[config.mk]
export PLATFORM = sky130hd
export DESIGN_NAME = sdh_inhibit_top
export DESIGN_NICKNAME = d
export VERILOG_FILES = /design/src/rtl/sdh_inh_pkg.sv /design/src/rtl/sdh_dat_track.sv /design/src/rtl/sdh_issue_gate.sv /design/src/rtl/sdh_cmd_track.sv /design/src/rtl/sdh_inhibit_top.sv
export SDC_FILE = /design/constraint.sdc
export NUM_CORES = 1
export LEC_CHECK = 0
export BUFFER_PORTS_ARGS = -buffer_cell sky130_fd_sc_hd__buf_2
export CORE_AREA = 2 2 39 41
export DETAILED_ROUTE_END_ITERATION = 6
export DIE_AREA = 0 0 41 43
export MAX_ROUTING_LAYER = met4
export PLACE_DENSITY = 0.6
export SYNTH_ARGS = -nofsm -noshare
export SYNTH_HDL_FRONTEND = slang
export SYNTH_SLANG_ARGS = --single-unit
[constraint.sdc]
create_clock -name clk -period 2.4 [get_ports clk]
set_input_delay 0.48 -clock clk [delete_from_list [all_inputs] [get_ports clk]]
set_output_delay 0.48 -clock clk [all_outputs]
set_load 0.01 [all_outputs]
[src/rtl/sdh_inh_pkg.sv]
package sdh_inh_pkg;
  localparam int KIND_W = 3;
  localparam int NSRC   = 2;

  typedef enum logic [KIND_W-1:0] {
    K_NORM     = 3'd0,
    K_DAT      = 3'd1,
    K_BUSY     = 3'd2,
    K_RW_ASTOP = 3'd3,
    K_RW_APRE  = 3'd4
  } cmd_kind_e;

  // Any kind except the CMD-only one occupies the DAT lines.
  function automatic logic kind_uses_dat(input logic [KIND_W-1:0] k);
    return k != K_NORM;
  endfunction

  function automatic logic kind_has_astop(input logic [KIND_W-1:0] k);
    return k == K_RW_ASTOP;
  endfunction
endpackage

[src/rtl/sdh_dat_track.sv]
module sdh_dat_track #(
  parameter int NSRC = 2
) (
  input  logic            clk,
  input  logic            rst_n,
  input  logic [NSRC-1:0] busy_src,
  output logic            dat_inh,
  output logic            tc_irq
);
  logic any_busy;
  assign any_busy = |busy_src;

  always_ff @(posedge clk or negedge rst_n) begin
    if (!rst_n) begin
      dat_inh <= 1'b0;
      tc_irq  <= 1'b0;
    end else begin
      dat_inh <= any_busy;
      tc_irq  <= dat_inh & ~any_busy;
    end
  end
endmodule

[src/rtl/sdh_issue_gate.sv]
module sdh_issue_gate
  import sdh_inh_pkg::*;
(
  input  logic              clk,
  input  logic              rst_n,
  input  logic              iss_stb,
  input  logic [KIND_W-1:0] iss_kind,
  input  logic              rec_rst,
  input  logic              cmd_inh,
  input  logic              dat_inh,
  output logic              iss_acc,
  output logic              iss_rej
);
  logic dat_ok;
  assign dat_ok  = ~kind_uses_dat(iss_kind) | ~dat_inh;
  assign iss_acc = iss_stb & ~rec_rst & ~cmd_inh & dat_ok;

  always_ff @(posedge clk or negedge rst_n) begin
    if (!rst_n) iss_rej <= 1'b0;
    else        iss_rej <= iss_stb & ~iss_acc;
  end
endmodule

[src/rtl/sdh_cmd_track.sv]
module sdh_cmd_track
  import sdh_inh_pkg::*;
(
  input  logic              clk,
  input  logic              rst_n,
  input  logic              iss_acc,
  input  logic [KIND_W-1:0] iss_kind,
  input  logic              rsp_stb,
  input  logic              rsp_main,
  input  logic              err_conflict,
  input  logic              err_nis,
  input  logic              rec_rst,
  output logic              cmd_inh,
  output logic              cc_irq,
  output logic              stop_first
);
  logic stuck;       // error latched: inhibit frozen
  logic astop_arm;   // current command will owe an automatic stop
  logic astop_owed;  // automatic stop outstanding, hidden from cmd_inh
  logic aux_rsp, main_rsp, err_any;

  assign aux_rsp  = rsp_stb & ~rsp_main;
  assign main_rsp = rsp_stb & rsp_main;
  assign err_any  = err_conflict | err_nis;

  always_ff @(posedge clk or negedge rst_n) begin
    if (!rst_n) begin
      cmd_inh    <= 1'b0;
      cc_irq     <= 1'b0;
      stop_first <= 1'b0;
      stuck      <= 1'b0;
      astop_arm  <= 1'b0;
      astop_owed <= 1'b0;
    end else if (rec_rst) begin
      cmd_inh    <= 1'b0;
      cc_irq     <= 1'b0;
      stop_first <= 1'b0;
      stuck      <= 1'b0;
      astop_arm  <= 1'b0;
      astop_owed <= 1'b0;
    end else begin
      cc_irq     <= 1'b0;
      stop_first <= iss_acc & astop_owed & ~aux_rsp;
      if (aux_rsp) astop_owed <= 1'b0;
      if (iss_acc) begin
        cmd_inh   <= 1'b1;
        stuck     <= 1'b0;
        astop_arm <= kind_has_astop(iss_kind);
      end else if (cmd_inh) begin
        if (err_any) begin
          stuck <= 1'b1;
        end else if (main_rsp && !stuck) begin
          cmd_inh   <= 1'b0;
          cc_irq    <= 1'b1;
          astop_arm <= 1'b0;
          if (astop_arm) astop_owed <= 1'b1;
        end
      end
    end
  end
endmodule

[src/rtl/sdh_inhibit_top.sv]
module sdh_inhibit_top
  import sdh_inh_pkg::*;
(
  input  logic              clk,
  input  logic              rst_n,
  input  logic              iss_stb,
  input  logic [KIND_W-1:0] iss_kind,
  input  logic              rsp_stb,
  input  logic              rsp_main,
  input  logic              err_conflict,
  input  logic              err_nis,
  input  logic              rec_rst,
  input  logic              dat_act,
  input  logic              rd_act,
  output logic              cmd_inh,
  output logic              dat_inh,
  output logic              cc_irq,
  output logic              tc_irq,
  output logic              iss_rej,
  output logic              stop_first
);
  logic iss_acc;

  sdh_dat_track #(.NSRC(NSRC)) u_dat (
    .clk      (clk),
    .rst_n    (rst_n),
    .busy_src ({rd_act, dat_act}),
    .dat_inh  (dat_inh),
    .tc_irq   (tc_irq)
  );

  sdh_issue_gate u_gate (
    .clk      (clk),
    .rst_n    (rst_n),
    .iss_stb  (iss_stb),
    .iss_kind (iss_kind),
    .rec_rst  (rec_rst),
    .cmd_inh  (cmd_inh),
    .dat_inh  (dat_inh),
    .iss_acc  (iss_acc),
    .iss_rej  (iss_rej)
  );

  sdh_cmd_track u_cmd (
    .clk          (clk),
    .rst_n        (rst_n),
    .iss_acc      (iss_acc),
    .iss_kind     (iss_kind),
    .rsp_stb      (rsp_stb),
    .rsp_main     (rsp_main),
    .err_conflict (err_conflict),
    .err_nis      (err_nis),
    .rec_rst      (rec_rst),
    .cmd_inh      (cmd_inh),
    .cc_irq       (cc_irq),
    .stop_first   (stop_first)
  );
endmodule

==> results of run 1 <==
## metrics by stage
stage,cells,hold slack [ns],setup WS (ns)
after floorplan,37,0.184,1.18
after global routing,75,0.0713,0.953
final,75,0.0540,1.00
after detailed placement,71,0.340,0.994
after global placement,71,0.339,0.999
after CTS,75,0.0578,0.990
## logic make-up after synthesis
logic type / share of synthesized area, %
AO/OA/AOI/OAI: 14.9
buffers and inverters: 2.91
flip-flops: 58.3
AND/OR/NAND/NOR: 24.0
## flip-flops by register name, summed over array words and instances (netlist names)
signal / flops
u_cmd.astop_arm: 1
u_cmd.astop_owed: 1
u_cmd.cc_irq: 1
u_cmd.cmd_inh: 1
u_cmd.stop_first: 1
u_cmd.stuck: 1
u_dat.dat_inh: 1
u_dat.tc_irq: 1
u_gate.iss_rej: 1
## area by class of cell
| type | instances | area [µm²] | area share [%] |
|---|---|---|---|
| multi-input combinational | 25 | 150 | 28.7 |
| timing repair buffer | 18 | 90.1 | 17.2 |
| sequential | 9 | 225 | 43.1 |
| clock buffer | 4 | 26.3 | 5.02 |
| tap | 16 | 20.0 | 3.83 |
| inverter | 3 | 11.3 | 2.15 |
## power breakdown
part,switching (mW),leakage (nW),total [mW],internal (mW)
sequential,0.00459,0.118,0.162,0.157
clock,0.0525,0.0150,0.117,0.0641
combinational,0.0191,0.139,0.0359,0.0168
## cell usage after synthesis, types with 2 or more instances
cell type / instances
a21oi_1: 2
dfrtp_1: 9
inv_1: 3
nand3_1: 2
nor2_1: 5
o21ai_0: 2
## placed cells by master, fill, tap and decap left out, types with 2 or more instances in the layout
cell	instances
a21oi_1	2
buf_2	18
clkbuf_4	3
dfrtp_1	9
inv_1	3
nand3_1	2
nor2_1	5
o21ai_0	2
## how the worst max path moves through the flow
stage                                             end               startpoint  slack (ns)
final                                         cmd_inh  u_cmd.cmd_inh$_DFF_PN0_        1.00
after global routing                          cmd_inh  u_cmd.cmd_inh$_DFF_PN0_        0.95
after CTS                                     cmd_inh  u_cmd.cmd_inh$_DFF_PN0_        0.99
after detailed placement  u_cmd.astop_arm$_DFFE_PN0P_              iss_kind[1]        0.99
after global placement    u_cmd.astop_arm$_DFFE_PN0P_              iss_kind[1]         1.0
after floorplan               u_cmd.cmd_inh$_DFF_PN0_              iss_kind[1]        1.18
## layer usage
metal / global-route usage (%) / part of all wire [%] / up-vias
met4: 12.0 / 2.2 / 0
met3: 1.57 / 5.7 / 2
li1: - / - / 173
met2: 14.7 / 48 / 10
met5: - / 0 / -
met1: 13.3 / 44 / 146
==> metrics.cfg, run 1 <==
[run_status]
status=complete, no violations

[cells_and_area]
post-route-cell-area_um2=523
final_core_util_pct=37.8
syn_to_final_growth_pct=35.3
drive_gt1_share_pct=44.1
final_nets=73
nFillCells=157
diodes=0

[setup_path]
cpPeakStageDelay_ns=0.48
crit_chain=buf_2
r2r-start=u_cmd.stuck$_DFFE_PN0P_
endpoint_kind=output pin
cp_data_arrival_time_ns=0.92
reg2reg_to=u_cmd.astop_arm$_DFFE_PN0P_
cp.depth=1
path_class=register to output pin
crit_family=flip-flops
cpMaxStageDelayCell=dfrtp_1
cp_data_required_time_ns=1.92
critPathBufInv=1
reg2reg_depth=4
critPathLaunchType=register
ff2ff_setup_slack_ns=1.27
cp_max_fo=9

[timing]
hold_viol_final=0
maxSlewViolCount=0
skew_ns=0.00296
rsz0062_at_grt=no
worst_pin_slew_ns=0.245
tns_ns=0
period_minus_slack_ns=1.40
max-slew-margin-rel_pct=83.5
setup_violations=0
fin_crit_sh_pct=58.3
fmaxAchievable_mhz=715

[detailed_routing]
num_vias=331
first_iter_violations=1
post_drt_wl_per_cell_um=9.28
ant_nets=0
drtPass1Iterations=2
drt-total-wl_um=696
drc=0
vias_per_cell=4.41

[run]
max_cap_viol_count=0

[cts]
clk_latency_ns=0.26
ctsHtreeMaxLevel=1
clock-root-buffer=clkbuf_4
postCtsSetupBuffers=0
post_cts_resized=0
cts_tree=yes
clkTransAtPathRegs_ns=0.06
clk_path_buf_depth=2
clock_sinks=9
postCtsHoldBufs=0
numCtsBuffers=3

[global_routing]
grt_max_degree=10
grt_pass1_vias=325
antenna_found_initial=0
gr-total-overflow=0
grt_usage_pct=11.2
grt_pass1_wl_um=1260

[logic_synthesis]
syn_area_um2=387
yosysTopAreaCellShare_pct=58.3
synth-seq-area-share_pct=58.3
yosys_most_used_dff=dfrtp_1
synth_cells=37
synth.avg_cell_area_um2=10.4
yosys_warnings=0
yosys.area.top_type=dfrtp_1
synthesis.nets=50
async_reset_ff_share_pct=100
yosys-top-cells-area=dfrtp_1, nor2_1, o31ai_2
synth_edf_count=0
ys_ff_latch=9
synth_cell_types=20

[power_and_ir_drop]
total_power_mw=0.314
leakage_nw=0.272
peakVddDrop_uv=267
p_per_area_nw_per_um2=600

[placement]
port_buffers=18
dpl.hpwl_um=555
globalplace.congestion=0.743
placed_cell_area_um2=497

[hold_path]
hp-class=input port to asynchronous set/reset pin

[floorplanning]
fp-row-count=14
dieWidth_um=41
start_util_pct=27.9
chipHeight_um=43
io_pins=19
dieArea_um2=1760
core_area_um2=1380

Power figures use the tool's default switching activity.
==> run 2: changes to the inputs <==
- clock period: 2.4 -> 1.4 ns (I/O delays scaled with it)
==> run 2 against run 1 <==
Utilization rose by 0.72 points. Power rose by 72%. Largest power group unchanged. Via count increased by 0.60%. Worst setup slack lost 0.80 ns. Highest routed layer unchanged. Combinational power up 77%. Critical endpoint unchanged. Critical path type unchanged. Wire length rose by 1.0%. Die area unchanged. Critical path depth unchanged. Final area up 1.9%. First-iteration DRC count is the same.
==> metrics.cfg, run 2 (synthesis gave the netlist of run 1 again) <==
[placement]
place_inst=71
dpl.hpwl_um=555
port_buffers=18
place_worst_setup_slack_ns=0.194
globalplace.congestion=0.743

[global_routing]
grt_pass1_vias=325
grt_max_degree=10
gr-total-overflow=0
antenna_found_initial=0
grt_usage_pct=11.2
grt_pass1_wl_um=1260

[timing]
worst_pin_slew_ns=0.245
holdWs_ns=0.218
period_minus_slack_ns=1.20
skew_ns=0.00296
setup_violations=0
fin_crit_sh_pct=85.6
fmaxAchievable_mhz=834
max-slew-margin-rel_pct=83.5
maxSlewViolCount=0
tns_ns=0
hold_viol_final=0
layout_setup_ws_ns=0.201
rsz0062_at_grt=no

[cts]
clkTransAtPathRegs_ns=0.06
clk_path_buf_depth=2
clock_sinks=9
postCtsSetupBuffers=0
numCtsBuffers=3
clock-root-buffer=clkbuf_4
clk_latency_ns=0.26
ctsHtreeMaxLevel=1
cts_tree=yes

[floorplanning]
dieWidth_um=41
fp-row-count=14
io_pins=19
core_area_um2=1380
chipHeight_um=43
start_util_pct=27.9
dieArea_um2=1760

[setup_path]
cpMaxStageDelayCell=dfrtp_1
critPathLaunchType=register
cp_data_required_time_ns=1.12
critPathBufInv=1
ff2ff_setup_slack_ns=0.27
cp_data_arrival_time_ns=0.92
reg2reg_depth=4
crit_family=flip-flops
reg2reg_to=u_cmd.astop_arm$_DFFE_PN0P_
crit_chain=buf_2
endpoint_kind=output pin
cp_max_fo=9
r2r-start=u_cmd.stuck$_DFFE_PN0P_
path_class=register to output pin
cpPeakStageDelay_ns=0.48
cp.depth=1

[hold_path]
holdPathStages=2
holdPathEnd=u_dat.dat_inh$_DFF_PN0_
hp-start=dat_act
hp-class=input port to register

[power_and_ir_drop]
p_per_area_nw_per_um2=1010
peakVddDrop_uv=458
leakage_nw=0.277

[detailed_routing]
drt-total-wl_um=703
vias_per_cell=4.38
drtPass1Iterations=2
num_vias=333
ant_nets=0
first_iter_violations=1
drc=0
post_drt_wl_per_cell_um=9.25

[run_status]
status=complete, no violations

[cells_and_area]
syn_to_final_growth_pct=37.9
mostFrequentLayoutCells=buf_2, dfrtp_1, nor2_1
drive_gt1_share_pct=43.3
final_core_util_pct=38.5
fin_cells=76
diodes=0
final_nets=74
layout_commonest_cell=buf_2

[run]
max_cap_viol_count=0

## run 2: layer usage
metal | up-vias | track usage, % | part of all wire, %
met5 | - | - | 0
met4 | 0 | 12.0 | 2.1
met3 | 2 | 1.57 | 5.1
met2 | 10 | 14.7 | 47
met1 | 146 | 13.3 | 45
li1 | 175 | - | -
## run 2: worst max path at each step
stage,startpoint,end,slack (ns)
CTS,u_cmd.cmd_inh$_DFF_PN0_,cmd_inh,0.19
global placement,iss_kind[1],u_cmd.astop_arm$_DFFE_PN0P_,0.20
floorplan,u_cmd.stuck$_DFFE_PN0P_,u_cmd.cmd_inh$_DFF_PN0_,0.37
finish,u_cmd.cmd_inh$_DFF_PN0_,cmd_inh,0.20
global route,u_cmd.cmd_inh$_DFF_PN0_,cmd_inh,0.15
detailed placement,iss_kind[1],u_cmd.astop_arm$_DFFE_PN0P_,0.19
## run 2: cell type report
type                    count  area, µm²
flip-flops and latches      9        225
fillers                   156        851
multi-input cells          25        150
clock buffers               4       26.3
well taps                  16       20.0
repair buffers             19        100
inverters                   3       11.3
## run 2: where the power goes
part	leakage [nW]	internal, mW	switching [mW]
sequential	0.118	0.269	0.00787
combinational	0.143	0.0306	0.0331
clock	0.0150	0.110	0.0900
## run 2: repair_timing
item	in CTS	in global routing
resized for setup	0	0
hold endpoints to repair	9	0
hold buffers	1	0
## run 2: per-stage QoR
stage	power (mW)	area (µm²)
5_1_grt	0.569	533
3_3_place_gp	0.345	497
4_1_cts	0.549	533
2_1_floorplan	0.307	387
6_report	0.540	533
3_5_place_dp	0.345	497
